<file path="src/rtl/adc_seq_pkg.sv">
package adc_seq_pkg;

  typedef enum logic [1:0] {
    MODE_SINGLE     = 2'b00,
    MODE_SEQ        = 2'b01,
    MODE_RPT_SINGLE = 2'b10,
    MODE_RPT_SEQ    = 2'b11
  } conv_mode_e;

  typedef enum logic [1:0] {
    ST_IDLE = 2'b00,
    ST_WAIT = 2'b01,
    ST_CONV = 2'b10
  } seq_state_e;

  function automatic logic mode_repeats(input conv_mode_e m);
    return m[1];
  endfunction

  function automatic logic mode_walks(input conv_mode_e m);
    return m[0];
  endfunction

  // Final entry of a run: the start entry itself unless a valid ascending range.
  function automatic logic [7:0] final_entry(input conv_mode_e m,
                                             input logic [7:0] first,
                                             input logic [7:0] last);
    if (mode_walks(m) && (last >= first))
      return last;
    return first;
  endfunction

endpackage

</file>
<file path="src/rtl/adc_seq_entry_ctr.sv">
module adc_seq_entry_ctr
  import adc_seq_pkg::*;
#(
  parameter int N_ENTRIES = 8,
  localparam int EW = (N_ENTRIES > 1) ? $clog2(N_ENTRIES) : 1
) (
  input  logic          clk,
  input  logic          rst_n,
  input  logic          load,
  input  logic          advance,
  input  conv_mode_e    mode_in,
  input  logic [EW-1:0] first_in,
  input  logic [EW-1:0] last_in,
  output logic [EW-1:0] cur,
  output logic [EW-1:0] first,
  output logic [EW-1:0] last,
  output logic          at_last
);

  logic [7:0] last_wide;

  always_comb begin
    last_wide = final_entry(mode_in, 8'(first_in), 8'(last_in));
  end

  always_ff @(posedge clk or negedge rst_n) begin
    if (!rst_n) begin
      cur   <= '0;
      first <= '0;
      last  <= '0;
    end else if (load) begin
      cur   <= first_in;
      first <= first_in;
      last  <= last_wide[EW-1:0];
    end else if (advance) begin
      cur <= (cur == last) ? first : cur + EW'(1);
    end
  end

  assign at_last = (cur == last);

endmodule

</file>
<file path="src/rtl/adc_seq_chan_sel.sv">
module adc_seq_chan_sel #(
  parameter int N_ENTRIES = 8,
  parameter int CH_W      = 5,
  localparam int EW = (N_ENTRIES > 1) ? $clog2(N_ENTRIES) : 1
) (
  input  logic [N_ENTRIES*CH_W-1:0] cfg,
  input  logic [EW-1:0]             sel,
  output logic [CH_W-1:0]           chan
);

  logic [CH_W-1:0] fields [N_ENTRIES];

  for (genvar g = 0; g < N_ENTRIES; g++) begin : g_field
    assign fields[g] = cfg[g*CH_W +: CH_W];
  end

  always_comb begin
    chan = '0;
    for (int k = 0; k < N_ENTRIES; k++) begin
      if (sel == EW'(k)) chan = fields[k];
    end
  end

endmodule

</file>
<file path="src/rtl/adc_seq_res_ptr.sv">
module adc_seq_res_ptr #(
  parameter int RES_DEPTH = 16,
  localparam int RAW = (RES_DEPTH > 1) ? $clog2(RES_DEPTH) : 1
) (
  input  logic           clk,
  input  logic           rst_n,
  input  logic           clear,
  input  logic           step,
  output logic [RAW-1:0] idx
);

  function automatic logic [RAW-1:0] next_slot(input logic [RAW-1:0] s);
    return (int'(s) == RES_DEPTH - 1) ? '0 : s + RAW'(1);
  endfunction

  always_ff @(posedge clk or negedge rst_n) begin
    if (!rst_n)     idx <= '0;
    else if (clear) idx <= '0;
    else if (step)  idx <= next_slot(idx);
  end

endmodule

</file>
<file path="src/rtl/adc_seq_fsm.sv">
module adc_seq_fsm
  import adc_seq_pkg::*;
(
  input  logic       clk,
  input  logic       rst_n,
  input  logic       enable,
  input  logic       trigger,
  input  conv_mode_e mode_in,
  input  logic       conv_done,
  input  logic       at_last,
  output logic       start_evt,
  output logic       conv_evt,
  output logic       step_evt,
  output logic       end_evt,
  output logic       in_conv,
  output logic       running,
  output logic       done_pulse
);

  seq_state_e state, state_nx;
  conv_mode_e mode_q;

  always_comb begin
    state_nx  = state;
    start_evt = 1'b0;
    conv_evt  = 1'b0;
    step_evt  = 1'b0;
    end_evt   = 1'b0;
    unique case (state)
      ST_IDLE: begin
        if (enable && trigger) begin
          start_evt = 1'b1;
          state_nx  = ST_CONV;
        end
      end
      ST_CONV: begin
        if (conv_done) begin
          conv_evt = 1'b1;
          if (!enable || (at_last && !mode_repeats(mode_q))) begin
            end_evt  = 1'b1;
            state_nx = ST_IDLE;
          end else begin
            step_evt = 1'b1;
            state_nx = ST_WAIT;
          end
        end
      end
      ST_WAIT: begin
        if (!enable) begin
          end_evt  = 1'b1;
          state_nx = ST_IDLE;
        end else if (trigger) begin
          state_nx = ST_CONV;
        end
      end
      default: state_nx = ST_IDLE;
    endcase
  end

  always_ff @(posedge clk or negedge rst_n) begin
    if (!rst_n) begin
      state      <= ST_IDLE;
      mode_q     <= MODE_SINGLE;
      done_pulse <= 1'b0;
    end else begin
      state      <= state_nx;
      done_pulse <= end_evt;
      if (start_evt) mode_q <= mode_in;
    end
  end

  assign in_conv = (state == ST_CONV);
  assign running = (state != ST_IDLE);

endmodule

</file>
<file path="src/rtl/adc_seq_ctrl.sv">
module adc_seq_ctrl
  import adc_seq_pkg::*;
#(
  parameter int N_ENTRIES = 8,
  parameter int CH_W      = 5,
  parameter int RES_W     = 16,
  parameter int RES_DEPTH = 16,
  localparam int EW  = (N_ENTRIES > 1) ? $clog2(N_ENTRIES) : 1,
  localparam int RAW = (RES_DEPTH > 1) ? $clog2(RES_DEPTH) : 1
) (
  input  logic                      clk,
  input  logic                      rst_n,
  input  logic                      enable,
  input  logic                      trigger,
  input  logic [1:0]                mode,
  input  logic [EW-1:0]             start_idx,
  input  logic [EW-1:0]             end_idx,
  input  logic [N_ENTRIES*CH_W-1:0] chan_cfg,
  output logic                      conv_req,
  output logic [CH_W-1:0]           conv_chan,
  input  logic                      conv_done,
  input  logic [RES_W-1:0]          conv_data,
  output logic                      res_we,
  output logic [RAW-1:0]            res_idx,
  output logic [RES_W-1:0]          res_data,
  output logic                      busy,
  output logic                      seq_done
);

  // Named internal events, visible to the bound checker.
  logic          start_evt, conv_evt, step_evt, end_evt, in_conv;
  logic [EW-1:0] cur_entry, first_entry, last_entry;
  logic          at_last;
  conv_mode_e    mode_e;

  assign mode_e = conv_mode_e'(mode);

  adc_seq_fsm i_fsm (
    .clk        (clk),
    .rst_n      (rst_n),
    .enable     (enable),
    .trigger    (trigger),
    .mode_in    (mode_e),
    .conv_done  (conv_done),
    .at_last    (at_last),
    .start_evt  (start_evt),
    .conv_evt   (conv_evt),
    .step_evt   (step_evt),
    .end_evt    (end_evt),
    .in_conv    (in_conv),
    .running    (busy),
    .done_pulse (seq_done)
  );

  adc_seq_entry_ctr #(.N_ENTRIES(N_ENTRIES)) i_entry (
    .clk      (clk),
    .rst_n    (rst_n),
    .load     (start_evt),
    .advance  (step_evt),
    .mode_in  (mode_e),
    .first_in (start_idx),
    .last_in  (end_idx),
    .cur      (cur_entry),
    .first    (first_entry),
    .last     (last_entry),
    .at_last  (at_last)
  );

  adc_seq_chan_sel #(.N_ENTRIES(N_ENTRIES), .CH_W(CH_W)) i_chan (
    .cfg  (chan_cfg),
    .sel  (cur_entry),
    .chan (conv_chan)
  );

  adc_seq_res_ptr #(.RES_DEPTH(RES_DEPTH)) i_ptr (
    .clk   (clk),
    .rst_n (rst_n),
    .clear (start_evt),
    .step  (conv_evt),
    .idx   (res_idx)
  );

  assign conv_req = in_conv;
  assign res_we   = conv_evt;
  assign res_data = conv_data;

endmodule

</file>
<file path="config.mk">
export PLATFORM = sky130hd
export DESIGN_NAME = adc_seq_ctrl
export DESIGN_NICKNAME = d
export VERILOG_FILES = /design/src/rtl/adc_seq_pkg.sv /design/src/rtl/adc_seq_entry_ctr.sv /design/src/rtl/adc_seq_chan_sel.sv /design/src/rtl/adc_seq_res_ptr.sv /design/src/rtl/adc_seq_fsm.sv /design/src/rtl/adc_seq_ctrl.sv
export SDC_FILE = /design/constraint.sdc
export NUM_CORES = 1
export LEC_CHECK = 0
export BUFFER_PORTS_ARGS = -buffer_cell sky130_fd_sc_hd__buf_2
export CAP_MARGIN = 0
export CORE_ASPECT_RATIO = 1.4
export CORE_MARGIN = 10
export CORE_UTILIZATION = 45
export CTS_CLUSTER_DIAMETER = 100
export DETAILED_ROUTE_END_ITERATION = 6
export PLACE_DENSITY = 0.81
export SKIP_LAST_GASP = 1
export SLEW_MARGIN = 20
export SYNTH_ARGS = -nofsm -noshare
export SYNTH_HDL_FRONTEND = slang
export SYNTH_SLANG_ARGS = --single-unit
export TNS_END_PERCENT = 50
</file>
<file path="constraint.sdc">
create_clock -name clk -period 2.4 [get_ports clk]
set_clock_uncertainty 0.05 [all_clocks]
set_input_delay 0.48 -clock clk [delete_from_list [all_inputs] [get_ports clk]]
set_output_delay 0.48 -clock clk [all_outputs]
set_load 0.01 [all_outputs]
</file>
==> run_results.csv <==
group,metric,value,unit
layout,num-nets-final,367,
timing,slew_viol_final,0,
global_route,grt_pass1_wl,7.63,mm
outcome,outcome,"finished with violations",
cts,worst_skew_pair.late_latency,0.25,ns
placement,place.gp.congestion,0.914,
power,power_report.internal_total,1.40,mW
global_route,grt_pass1_vias,1788,
timing,worst_slack,-0.148,ns
cts,clock_sinks,17,
power,comb_power_share,70.5,%
floorplan,design.die.area,6770,um2
cts,h-tree-depth,1,
route,drt_first_iter_violations,83,
power,total_power,2.54,mW
power,net-switching-power,1.15,mW
placement,pre_cts_slack,0.0151,ns
cts,clk_path_buf_depth,2,
worst_setup_path,setup.worst_path.class,"reg2out",
worst_setup_path,cell_type_of_the_slowest_stage_on_the_worst_timing_path,"sky130_fd_sc_hd__dfrtp_1",
synth,synth.distinct_cells,44,
route,routed-via-count,1737,
cts,cts_hold_repair.buffers,0,
route,post_drt_via_cell_ratio,5.34,
global_route,groute.usage.overall,13.1,%
timing,finalHoldViolations,0,
cts,clock-root-buffer,"sky130_fd_sc_hd__clkbuf_8",
worst_setup_path,cp_num_buf_inv,3,
layout,insertedDiodeCount,0,
synth,ys_seq_area_share,24.5,%
worst_setup_path,required_time_of_the_worst_setup_path,1.87,ns
floorplan,die_w,72.4,um
outcome,violations,"setup timing",
worst_setup_path,sequence_of_cells_on_the_critical_path,"buf_6 > ha_4 > buf_8 > nor2b_2 > nor4_2 > a211o_1 > o22ai_1 > o21ai_1 > buf_2",
synth,synth.top_cells.by_count,"sky130_fd_sc_hd__a21oi_1 (29), sky130_fd_sc_hd__nand2_1 (29), sky130_fd_sc_hd__inv_1 (18)",
synth,post_synth_instance_area,1730,um2
route,routed_wl,4.60,mm
cts,clock_buffers_created_by_tritoncts,3,
floorplan,ios,98,
power,power.leakage,1.09,nW
route,drtAntennaViolNets,0,
worst_setup_path,critical_path_maximum_fanout,15,
power,ir_drop,797,uV
timing,tightest_slew,0.417,ns
placement,buffer_ports.inserted,65,
timing,max_slew_margin,72.1,%
timing,rsz_0062_raised_after_global_routing,"yes",
floorplan,core_box_area,3680,um2
power,share_clk_of_total_power,8.6,%
worst_setup_path,cp-start-kind,"flop",
route,detail_route.drc_violations,0,
floorplan,die-height,93.4,um
global_route,grt_remaining_overflow,0,
timing,max_clock_freq,393,MHz
global_route,initial_antenna_violation_count,0,
floorplan,rows,26,
hold_path,hp-class,"in2async",
layout,post_layout_nonfiller_instances,325,
synth,yosys_most_used_dff,"sky130_fd_sc_hd__dfrtp_1",
synth,synth_area_leader_cell,"sky130_fd_sc_hd__dfrtp_1",
timing,setup-violations-final,5,
synth,synth_edf_count,0,
placement,cell_count_after_placement,317,
layout,post_route_cells_drive_above_1_share,37.8,%
floorplan,floorplan.initialDensity,47.1,%
power,power_switching_share,45.1,%
power,p_per_area,1180,nW/um2
placement,post-dp-hpwl,3.71,mm
worst_setup_path,critical-path-max-stage-delay,0.41,ns
synth,postSynth.asyncResetShare,100,%
power,power_frac_seq,21.0,%
synth,ys_top_cells_by_area,"sky130_fd_sc_hd__dfrtp_1 (25%), sky130_fd_sc_hd__ha_1 (10%), sky130_fd_sc_hd__a21oi_1 (8.4%)",
synth,syn-instance-count,224,
synth,synthesis.area_per_instance,7.74,um2
synth,synth.yosys.warnings,0,
worst_setup_path,worst_setup_path_end_kind,"output pin",
global_route,grt_max_degree,18,
worst_setup_path,timing.critical_path.arrival,2.02,ns
synth,ys_seq_elements,17,
cts,clk_transition_reported_paths,0.07,ns
route,detailedRoute.firstPassIterationCount,4,
timing,timing.final.crit_share,106,%
route,route.detailed.wl_per_inst,14.2,um
cts,clock_tree_from_tritoncts,"yes",
synth,yosysTopAreaCellShare,24.5,%
synth,synthesis.nets,307,
timing,final.min_clock_period,2.55,ns
worst_setup_path,cp_top_family,"buffers and inverters",
layout,area_growth_syn_to_layout,24.3,%
flow_run,maxCapViolations,0,
sequential cells by signal (all words and copies together), names as in the netlist:
name and cells:
i_ptr.idx 4, i_entry.cur 3, i_entry.first 3, i_entry.last 3, i_fsm.state 2, i_fsm.done_pulse 1, i_fsm.mode_q 1
power by group through the flow:
stage          Combinational [mW]  Sequential (mW)  Clock [mW]
2_1_floorplan                1.19            0.533           0
3_3_place_gp                 1.56            0.524           0
3_5_place_dp                 1.59            0.531           0
4_1_cts                      1.72            0.529       0.220
5_1_grt                      2.02            0.555       0.230
6_report                     1.79            0.534       0.218
layout by cell type, fill, tap and decap left out, types with 4 or more instances in the layout:
cell,netlist,routed
sky130_fd_sc_hd__ha_4,0,4
sky130_fd_sc_hd__buf_2,0,65
sky130_fd_sc_hd__nand2_1,29,29
sky130_fd_sc_hd__nor2_1,14,14
sky130_fd_sc_hd__nand3_1,5,5
sky130_fd_sc_hd__nand3b_1,4,4
sky130_fd_sc_hd__dfrtp_1,17,16
sky130_fd_sc_hd__a21oi_2,3,6
sky130_fd_sc_hd__o21ai_0,8,7
sky130_fd_sc_hd__inv_1,18,16
sky130_fd_sc_hd__o21ai_1,4,5
sky130_fd_sc_hd__buf_4,16,13
sky130_fd_sc_hd__o22ai_1,4,4
sky130_fd_sc_hd__a21oi_1,29,26
sky130_fd_sc_hd__ha_1,14,9
sky130_fd_sc_hd__nor2b_1,7,6
metrics by stage:
stage               utilization, %  cell area, um2  hold slack [ns]  TNS [ns]
floorplan                        -            1730            0.134         0
detailed placement            53.9            1980            0.377         0
global placement              53.9            1980            0.369         0
CTS                           57.3            2110            0.103    -0.472
finish                        58.6            2150           0.0886    -0.538
global route                  58.6            2150            0.115     -1.12
what timing repair did:
action                                 CTS  global route
endpoints found under the hold margin    0             0
pin swaps                                3             2
setup endpoints to repair                5             5
setup buffers                            2             2
gates resized for setup                 14             9
final timing paths:
path / from / end / slack [ns] / cells after the start
min in group clk: mode[1] / i_fsm.mode_q[1] / 0.37 / 3
setup / recovery: i_entry.cur[0] / conv_chan[0] / -0.15 / 9
setup reg to reg: i_entry.cur[0] / i_entry.cur[2] / 0.58 / 7
hold reg to reg: i_entry.first[1] / i_entry.first[1] / 0.43 / 2
max in group asynchronous: rst_n / i_entry.cur[1] / 1.91 / 1
hold / removal: rst_n / i_ptr.idx[1] / 0.09 / 1
layer usage:
metal	wire length [um]	track usage [%]	part of all wire, %	vias to the layer above
li1	-	-	-	879
met1	1720	12.3	37	790
met2	2380	25.1	52	60
met3	444	4.66	9.6	8
met4	67	4.44	1.5	0
met5	0	0	0	-
final cells by class:
class,count,area [um2]
inverters,20,75.1
well taps,42,52.6
clock buffers,4,45.0
flip-flops and latches,17,427
fillers,356,1520
repair buffers,80,449
multi-input cells,162,1100
cells by family (layout without fill, tap and decap cells):
| kind of cell | after synthesis | count (layout) | share of synthesized area [%] |
|---|---|---|---|
| DFF | 17 | 17 | 24.5 |
| muxes | 1 | 1 | 0.650 |
| xor gates and xnor gates | 4 | 4 | 2.02 |
| and+or+nand+nor | 72 | 72 | 20.1 |
| buffers and inverters | 45 | 104 | 16.5 |
| AOI/OAI and AO/OA | 71 | 71 | 26.0 |
| adders and majority gates | 14 | 14 | 10.1 |
No activity file was read; power rests on OpenSTA's default activity.
